### config.mk
export PLATFORM = sky130hd
export DESIGN_NAME = ipi_dest_resolver
export DESIGN_NICKNAME = d
export VERILOG_FILES = /design/src/rtl/ipi_pkg.sv /design/src/rtl/ipi_unit_match.sv /design/src/rtl/ipi_rr_pick.sv /design/src/rtl/ipi_dest_resolver.sv
export SDC_FILE = /design/constraint.sdc
export NUM_CORES = 1
export LEC_CHECK = 0
export ABC_AREA = 0
export BUFFER_PORTS_ARGS = -buffer_cell sky130_fd_sc_hd__buf_2
export CELL_PAD_IN_SITES_DETAIL_PLACEMENT = 2
export CELL_PAD_IN_SITES_GLOBAL_PLACEMENT = 2
export CORE_ASPECT_RATIO = 1.75
export CORE_MARGIN = 3
export CORE_UTILIZATION = 28
export CTS_BUF_LIST = sky130_fd_sc_hd__clkbuf_4 sky130_fd_sc_hd__clkbuf_8 sky130_fd_sc_hd__clkbuf_16
export DETAILED_ROUTE_END_ITERATION = 7
export GPL_TIMING_DRIVEN = 0
export PLACE_DENSITY_LB_ADDON = 0.1
export SYNTH_ARGS = -nofsm -noshare
export SYNTH_HDL_FRONTEND = slang
export SYNTH_SLANG_ARGS = --single-unit
### constraint.sdc
create_clock -name clk -period 8.9 [get_ports clk]
set_clock_uncertainty 0.2 [all_clocks]
set_input_delay 0.445 -clock clk [delete_from_list [all_inputs] [get_ports clk]]
set_output_delay 0.445 -clock clk [all_outputs]
set_load 0.05 [all_outputs]
### src/rtl/ipi_pkg.sv
package ipi_pkg;

  typedef enum logic [1:0] {
    SH_NONE    = 2'd0,
    SH_SELF    = 2'd1,
    SH_ALL_INC = 2'd2,
    SH_ALL_EXC = 2'd3
  } shorthand_e;

  localparam logic [1:0] FMT_FLAT    = 2'b00;
  localparam logic [1:0] FMT_CLUSTER = 2'b01;
  localparam logic [7:0] DEST_BCAST  = 8'hFF;

  // Flat logical: any shared bit selects the unit.
  function automatic logic flat_hit(input logic [7:0] dest, input logic [7:0] lid);
    return |(dest & lid);
  endfunction

  // Cluster logical: same cluster nibble and a shared member bit.
  function automatic logic cluster_hit(input logic [7:0] dest, input logic [7:0] lid);
    return (dest[7:4] == lid[7:4]) && (|(dest[3:0] & lid[3:0]));
  endfunction

  // Address match without shorthand.
  function automatic logic addr_hit(input logic [7:0] dest, input logic logical,
                                    input logic [7:0] pid, input logic [7:0] lid,
                                    input logic [1:0] fmt);
    if (!logical) return (dest == DEST_BCAST) || (dest == pid);
    case (fmt)
      FMT_FLAT:    return flat_hit(dest, lid);
      FMT_CLUSTER: return cluster_hit(dest, lid);
      default:     return 1'b0;
    endcase
  endfunction

endpackage

### src/rtl/ipi_unit_match.sv
module ipi_unit_match
  import ipi_pkg::*;
#(
  parameter int N_UNITS  = 8,
  parameter int UNIT_IDX = 0,
  localparam int IDXW    = (N_UNITS > 1) ? $clog2(N_UNITS) : 1
) (
  input  logic [7:0]      dest,
  input  logic            logical,
  input  logic [1:0]      short_sel,
  input  logic [IDXW-1:0] src,
  input  logic [7:0]      pid,
  input  logic [7:0]      lid,
  input  logic [1:0]      fmt,
  input  logic            present,
  output logic            hit
);

  logic is_src;
  logic raw_hit;

  assign is_src = (src == IDXW'(UNIT_IDX));

  always_comb begin
    case (shorthand_e'(short_sel))
      SH_NONE:    raw_hit = addr_hit(dest, logical, pid, lid, fmt);
      SH_SELF:    raw_hit = is_src;
      SH_ALL_INC: raw_hit = 1'b1;
      default:    raw_hit = !is_src;
    endcase
  end

  // absence overrides every shorthand
  assign hit = present && raw_hit;

endmodule

### src/rtl/ipi_rr_pick.sv
module ipi_rr_pick #(
  parameter int N_UNITS = 8,
  localparam int IDXW   = (N_UNITS > 1) ? $clog2(N_UNITS) : 1
) (
  input  logic               clk,
  input  logic               rst_n,
  input  logic               advance,
  input  logic [N_UNITS-1:0] cand,
  output logic [N_UNITS-1:0] pick_mask,
  output logic               found
);

  logic [IDXW-1:0] ptr_q;
  logic [IDXW-1:0] pick_idx;

  // Search pointer+1 .. pointer+N, wrapping, first candidate wins.
  always_comb begin
    found     = 1'b0;
    pick_idx  = ptr_q;
    pick_mask = '0;
    for (int k = 1; k <= N_UNITS; k++) begin
      int j;
      j = int'(ptr_q) + k;
      if (j >= N_UNITS) j = j - N_UNITS;
      if (!found && cand[j]) begin
        found        = 1'b1;
        pick_idx     = IDXW'(j);
        pick_mask[j] = 1'b1;
      end
    end
  end

  // pointer follows a successful pick, holds otherwise. R11: reset to N-1.
  always_ff @(posedge clk or negedge rst_n) begin
    if (!rst_n)                ptr_q <= IDXW'(N_UNITS - 1);
    else if (advance && found) ptr_q <= pick_idx;
  end

  assert_ptr_follows_pick_R10: assert property (@(posedge clk) disable iff (!rst_n)
    (advance && found) |=> (ptr_q == $past(pick_idx)));

  assert_ptr_holds_on_miss_R10: assert property (@(posedge clk) disable iff (!rst_n)
    (advance && !found) |=> $stable(ptr_q));

  assert_pick_is_candidate_R9: assert property (@(posedge clk) disable iff (!rst_n)
    found |-> (((pick_mask & ~cand) == '0) && $onehot(pick_mask)));

endmodule

### src/rtl/ipi_dest_resolver.sv
module ipi_dest_resolver
  import ipi_pkg::*;
#(
  parameter int N_UNITS = 8,
  localparam int IDXW   = (N_UNITS > 1) ? $clog2(N_UNITS) : 1
) (
  input  logic                 clk,
  input  logic                 rst_n,
  input  logic                 cmd_valid,
  input  logic [7:0]           cmd_dest,
  input  logic                 cmd_logical,
  input  logic [1:0]           cmd_short,
  input  logic                 cmd_lowest,
  input  logic [IDXW-1:0]      cmd_src,
  input  logic [8*N_UNITS-1:0] unit_id,
  input  logic [8*N_UNITS-1:0] unit_lid,
  input  logic [2*N_UNITS-1:0] unit_fmt,
  input  logic [N_UNITS-1:0]   unit_enable,
  input  logic [N_UNITS-1:0]   unit_present,
  output logic [N_UNITS-1:0]   target_mask,
  output logic                 no_target
);

  logic [N_UNITS-1:0] hit_vec;
  logic [N_UNITS-1:0] lp_cand;
  logic [N_UNITS-1:0] lp_mask;
  logic               lp_found;
  logic               lp_advance;

  for (genvar g = 0; g < N_UNITS; g++) begin : g_unit
    ipi_unit_match #(.N_UNITS(N_UNITS), .UNIT_IDX(g)) u_match (
      .dest      (cmd_dest),
      .logical   (cmd_logical),
      .short_sel (cmd_short),
      .src       (cmd_src),
      .pid       (unit_id[8*g +: 8]),
      .lid       (unit_lid[8*g +: 8]),
      .fmt       (unit_fmt[2*g +: 2]),
      .present   (unit_present[g]),
      .hit       (hit_vec[g])
    );
  end

  assign lp_cand    = hit_vec & unit_enable;
  assign lp_advance = cmd_valid && cmd_lowest;

  ipi_rr_pick #(.N_UNITS(N_UNITS)) u_rr (
    .clk       (clk),
    .rst_n     (rst_n),
    .advance   (lp_advance),
    .cand      (lp_cand),
    .pick_mask (lp_mask),
    .found     (lp_found)
  );

  always_comb begin
    if (!cmd_valid)      target_mask = '0;
    else if (cmd_lowest) target_mask = lp_mask;
    else                 target_mask = hit_vec;
  end

  assign no_target = cmd_valid && (target_mask == '0);

  assert_absent_never_targeted_R8: assert property (@(posedge clk) disable iff (!rst_n)
    cmd_valid |-> ((target_mask & ~unit_present) == '0));

  assert_self_only_source_R5: assert property (@(posedge clk) disable iff (!rst_n)
    (cmd_valid && cmd_short == SH_SELF) |-> ((target_mask & ~(N_UNITS'(1) << cmd_src)) == '0));

  assert_excl_skips_source_R7: assert property (@(posedge clk) disable iff (!rst_n)
    (cmd_valid && cmd_short == SH_ALL_EXC) |-> !target_mask[cmd_src]);

  assert_lowest_single_enabled_R9: assert property (@(posedge clk) disable iff (!rst_n)
    lp_advance |-> ($onehot0(target_mask) && ((target_mask & ~unit_enable) == '0)));

  assert_idle_quiet_R11: assert property (@(posedge clk) disable iff (!rst_n)
    !cmd_valid |-> ((target_mask == '0) && !no_target));

endmodule

Yosys cells after proc, flatten, opt, wreduce, memory -nomap -nowiden
Index checks and enable logic that the tools add are counted.
W data, S select, Z words.
Storage, ports and cells
  register bits after elaboration: 3
  input port bits: 178
  output and inout bits: 9
  word-level logic and storage cells: 293
Operators by class
  $add $sub $neg: 16
  $lt $le $gt $ge: 24
  eq/ne operators: 34
  multiplexer cells: 108
  bitwise logic cells: 24
  reduce and logical (&&, ||, !) cells: 86
Operator list (number)
  $ge A32 B1 Y1 const B: 8
  $ge A32 B5 Y1 const B: 8
  $lt A32 B5 Y1 const B: 8
  $mux W32: 8
  $sub A32 B5 Y32 const B: 8
  $mux W8: 10
  $and A8 B8 Y8: 9
  $eq A8 B8 Y1: 8
  $reduce_or A8 Y1: 8
  $or A8 B8 Y8: 7
  $mux W1: 50
  $logic_and A1 B1 Y1: 34
  $and A4 B4 Y4: 8
  $eq A4 B4 Y1: 8
  $reduce_or A4 Y1: 8
  $bmux W1 S3: 8
  $demux W1 S3: 8
  $mux W3: 8
  $pmux W1 S3: 8
  $eq A2 B1 Y1 const B: 9
  $logic_not A2 Y1: 9
  $add A3 B3 Y4 const B: 4
  $pmux W1 S2: 8
  $logic_not A1 Y1: 15
  other kinds (13): 25

Logic depth before layout (Yosys ltp)
  depth in word-level cells: 37
  depth in mapped cells: 19
  gate-level depth less buffers: 14

Cells and area by module
Synthesis repeated with hierarchy kept, for this count alone.
Second synthesis, totals
  cells, all modules: 429
  area total of the unflattened synthesis: 3613.5 um^2
By module, submodules not included
  ipi_rr_pick: instances 1, cells an instance 156, area each 1316.3 um^2, sequential area each 78.8 um^2
  ipi_unit_match at g_unit[0].u_match ...: instances 4, cells an instance 30, area each 251.5 um^2, sequential area each 0.0 um^2
  ipi_unit_match at g_unit[1].u_match ...: instances 2, cells an instance 30, area each 255.2 um^2, sequential area each 0.0 um^2
  ipi_dest_resolver: instances 1, cells an instance 33, area each 279.0 um^2, sequential area each 0.0 um^2
  ipi_unit_match at g_unit[4].u_match: instances 1, cells an instance 30, area each 252.7 um^2, sequential area each 0.0 um^2
  ipi_unit_match at g_unit[7].u_match: instances 1, cells an instance 30, area each 249.0 um^2, sequential area each 0.0 um^2

Least setup slack after synthesis
No wires, ideal clock.
  kind: register to output
  from: register u_rr.ptr_q[1]
  to: output port no_target
  data arrival time: 5195 ps
  data required time: 8255 ps
  path slack: 3060 ps
  cell stages (with the launch flop): 15
  buffers on the path: 4
  path through: dfstp_2 clkbuf_1 inv_1 clkbuf_1 ha_1 clkbuf_1 inv_1 clkbuf_1 mux2_2 a221o_1 a211oi_1 and3_1 nand3_1 a211oi_1 nor4b_2
Between the ends
  longest elaborated chain between the ends: 32
  elaborated cells on any way between the ends: 136
  those cells by class: 16 x add/sub; 24 x order compare; 65 x mux; 7 x bitwise; 24 x reduce/logical
RTL lines
  start, declared: RTL line ipi_rr_pick.sv:13  | logic [IDXW-1:0] ptr_q;
  start signal, assigned: RTL line ipi_rr_pick.sv:35  | if (!rst_n) ptr_q <= IDXW'(N_UNITS - 1);
  start signal, assigned: RTL line ipi_rr_pick.sv:36  | else if (advance && found) ptr_q <= pick_idx;
  parallel branches: the longest is 27 deep, another holds $sub A32 B5 Y32
  $mux W8 (*): RTL line ipi_rr_pick.sv:25  | if (!found && cand[j]) begin
  $mux W8 (*): RTL line ipi_dest_resolver.sv:58  | else if (cmd_lowest) target_mask = lp_mask;
  $mux W8 (*): RTL line ipi_dest_resolver.sv:57  | if (!cmd_valid) target_mask = '0;
  via target_mask[7]: RTL line ipi_dest_resolver.sv:20  | output logic [N_UNITS-1:0] target_mask,
  $logic_not A8 Y1 (*): RTL line ipi_dest_resolver.sv:62  | assign no_target = cmd_valid && (target_mask == '0);
  $logic_and A1 B1 Y1 (*): RTL line ipi_dest_resolver.sv:62
  end, declared: RTL line ipi_dest_resolver.sv:21  | output logic no_target
Mark *: on every way through the listed nets, which the timed path passes. The select of a mux whose other input is x is not followed.

Final worst setup path
  from: register u_rr.ptr_q[1]
  to: output port target_mask[3]
Between the ends
  longest elaborated chain between the ends: 30
  elaborated cells on any way between the ends: 134
  those cells by class: 16 x add/sub; 24 x order compare; 65 x mux; 7 x bitwise; 22 x reduce/logical
RTL lines (RTL line)
  parallel branches: the longest is 27 deep, another holds $sub A32 B5 Y32
  $mux W8 (*): ipi_rr_pick.sv:25
  $mux W8 (*): ipi_dest_resolver.sv:58
  $mux W8 (*): ipi_dest_resolver.sv:57
  end, declared: ipi_dest_resolver.sv:20
Every way passes the cells marked *. The select of a mux whose other input is x is not followed.

==> reports/qor.csv <==
stage,metric,value,unit
clock_network,clk_lat worst skew,220,ps
global_route,GRT Overall Usage,28.39,%
power_and_ir_drop,worst vdd ir,0.1001,mV
worst_setup_path,flop-to-flop setup slack,3140,ps
clock_network,CTS H-tree depth,1,
route,Routed Wire Length,24.34,mm
die,Top-Level Pins,187,
cells_and_area,most frequent cells in the layout,"buf_2, xnor2_1, ha_1",
route,vias per cell,6.079,
cells_and_area,fin area,5339,µm²
placement,dpl ws,2509,ps
die,Die Height,166.5,µm
die,full die area,16260,µm²
cells_and_area,largest register by flop count,u_rr.ptr_q,
placement,port bufs,179,
synthesis,syn nets,778,
global_route,vias in the first global route,6437,
route,DR pass1 iterations,4,
hold_path,class of the worst hold path,input port to async pin,
clock_network,Longest Clk Path Bufs,2,
synthesis,post-synth top area share,15.52,%
placement,area post-placement,5241,µm²
synthesis,"flops & latches, synth",3,
worst_setup_path,CP Data Arrival Time,6110,ps
route,vias,5623,
global_route,global route total overflow,0,
cells_and_area,ratio of cells with drive above 1 in the final layout,30.82,%
worst_setup_path,Worst Setup SP,u_rr.ptr_q[1]$_DFFE_PN1P_,
synthesis,number of synthesis warnings,0,
power_and_ir_drop,Pint,0.5199,mW
worst_setup_path,CP max-delay cell,a211oi_1,
sta,Worst-Margin Slew,1104,ps
worst_setup_path,worst stage delay on the critical path,900,ps
worst_setup_path,crit-path max FO,14,
clock_network,Sink Count,3,
sta,maximum operating frequency,148.0,MHz
route,post-route ant nets,0,
clock_network,root buf cell,clkbuf_16,
sta,RSZ-0062 raised after global routing,false,
power_and_ir_drop,clock network fraction of total power,5.2,%
clock_network,clk slew on worst S/H paths,30,ps
worst_setup_path,Crit Path Class,flop to output port,
die,initial core utilization,28.67,%
worst_setup_path,Worst path most repeated cell,clkbuf_1,
worst_setup_path,FF-to-FF path depth,18,
cells_and_area,Final #Nets,963,
global_route,initial antenna violation count,4,
power_and_ir_drop,Comb pwr share,91.8,%
power_and_ir_drop,static leakage,2.204,nW
synthesis,Post-synth EDFFs,0,
sta,worst hold slack,524.4,ps
die,Die W,97.70,µm
die,Core Area,14370,µm²
clock_network,Resized cells post-CTS,0,
synthesis,Most used DFF post-synth,dfstp_2,
sta,Final period util,75.89,%
clock_network,postcts setup bufs,0,
cells_and_area,"commonest non-fill, non-tap cell in the layout",buf_2,
placement,DP HPWL,21.22,mm
worst_setup_path,Setup crit start kind,flop,
cells_and_area,max reg flops,3,
global_route,largest net degree at the start of global routing,15,
outcome,status,"complete, no violations",
sta,Finish-stage setup viols,0,
power_and_ir_drop,Power Density,270.0,nW/µm²
worst_setup_path,WP data required,8260,ps
synthesis,"area leader, netlist",xnor2_1,
synthesis,post-synthesis area per instance,7.371,µm²
route,Routed WL per cell,26.31,µm
route,Remaining DRCs,0,
sta,Slew headroom,25.97,%
sta,setup TNS,0,ps
sta,crit path time final,6755,ps
run,Max-Cap Viols,0,
synthesis,post-synthesis async set-or-reset flop share,100.0,%
cells_and_area,largest registers,u_rr.ptr_q (3),
clock_network,Num CTS Buffers,3,
power_and_ir_drop,sw frac,63.94,%
worst_setup_path,"Critical Path, Cell by Cell",clkbuf_1 > inv_1 > clkbuf_1 > ha_1 > clkbuf_1 > clkbuf_1 > nor4_1 > nand3_1 > nand4_1 > a221o_1 > a211oi_1 > nand4_1 > a21oi_1 > nor3_1 > nor3_1 > buf_2,
power_and_ir_drop,Flop pwr share,3.0,%
clock_network,cts hold-fix bufs,1,
clock_network,TritonCTS clock tree,done,
sta,setup ws final,2145,ps
global_route,first-pass GRT wire length,36.16,mm
route,initial drt markers,170,
synthesis,"Distinct cells, synth",77,
cells_and_area,final core occ,37.16,%
synthesis,"Cell Area, Synth",4120,µm²
synthesis,synth top area cells,"xnor2_1, ha_1, nand4_1, a22oi_1, nor2_1",
power_and_ir_drop,NetSw,0.9217,mW
cells_and_area,Area growth syn-to-layout,29.58,%
placement,RePlAce Congestion,0.9603,
sta,max-slew violation count,0,
sta,final hold vios,0,
worst_setup_path,endpoint class of the critical path,output port,
worst_setup_path,r2r startpoint,u_rr.ptr_q[1]$_DFFE_PN1P_,
synthesis,Cells after Synth,559,
synthesis,register area share after synthesis,1.913,%
die,Rows,58,
==> per-layer routing <==
| layer | vias up | track usage, % | routed length, µm |
|---|---|---|---|
| met1 | 2749 | 25.19 | 7923 |
| met2 | 210 | 57.31 | 13630 |
| li1 | 2581 | - | - |
| met3 | 79 | 3.982 | 985 |
| met4 | 4 | 18.32 | 1785 |
| met5 | - | 0 | 14 |
==> power by group through the flow <==
stage / Combinational (mW) / Clock, mW / Sequential [mW]
3_3_place_gp: 1.27 / 0 / 0.0425
5_1_grt: 1.41 / 0.0772 / 0.0451
4_1_cts: 1.30 / 0.0762 / 0.0433
2_1_floorplan: 0.874 / 0 / 0.0366
6_report: 1.32 / 0.0743 / 0.0437
3_5_place_dp: 1.30 / 0 / 0.0427
==> logic make-up (layout without fill, tap and decap cells) <==
logic type	count (synthesis)	count (layout)	share of synthesized area, %
other	0	2	0
AOI/OAI and AO/OA	151	151	28.55
xor gates and xnor gates	77	77	16.37
DFF	3	3	1.913
adders and majority gates	41	41	12.45
muxes	13	13	3.796
buffers and inverters	51	235	6.225
and+or+nand+nor	223	223	30.70
==> synth_stat cells (12+ instances only) <==
master / n
xnor2_1: 73
ha_1: 41
nand4_1: 40
nor2_1: 38
nand2_1: 36
a22oi_1: 20
nand3_1: 20
clkbuf_1: 19
nor3_1: 19
o21ai_0: 19
a21oi_1: 14
nor4_1: 13
a221oi_1: 12
inv_1: 12
==> worst paths after layout <==
path / to
min reg2reg: u_rr.ptr_q[2]$_DFFE_PN1P_
max reg2reg: u_rr.ptr_q[1]$_DFFE_PN1P_
min: u_rr.ptr_q[2]$_DFFE_PN1P_
min in group clk: u_rr.ptr_q[2]$_DFFE_PN1P_
max in group asynchronous: u_rr.ptr_q[0]$_DFFE_PN1P_
max: target_mask[3]
==> area by class of cell <==
cell class                 count  area (µm²)
buffer                        38       207.7
clock buffer                   4       82.58
timing repair buffer         180       905.9
inverter                      13       48.80
sequential                     3       78.83
fill                        1777        9030
multi-input combinational    505        3785
antenna                        2       5.005
tap                          180       225.2
==> per-stage QoR <==
step                      power (mW)  cells
after global routing           1.534    925
after CTS                      1.422    923
after detailed placement       1.341    918
after global placement         1.311    918
after floorplan               0.9106    559
final                          1.442    925
==> worst max-delay path, delay by kind of cell (launching register included) <==
kind                       cells  cell delay, ps
buffers and inverters          6            2060
AOI/OAI and AO/OA              3            1610
and+or+nand+nor                6            1200
DFF                            1             580
adders and majority gates      1             410
No activity file was read; power rests on OpenSTA's default activity.
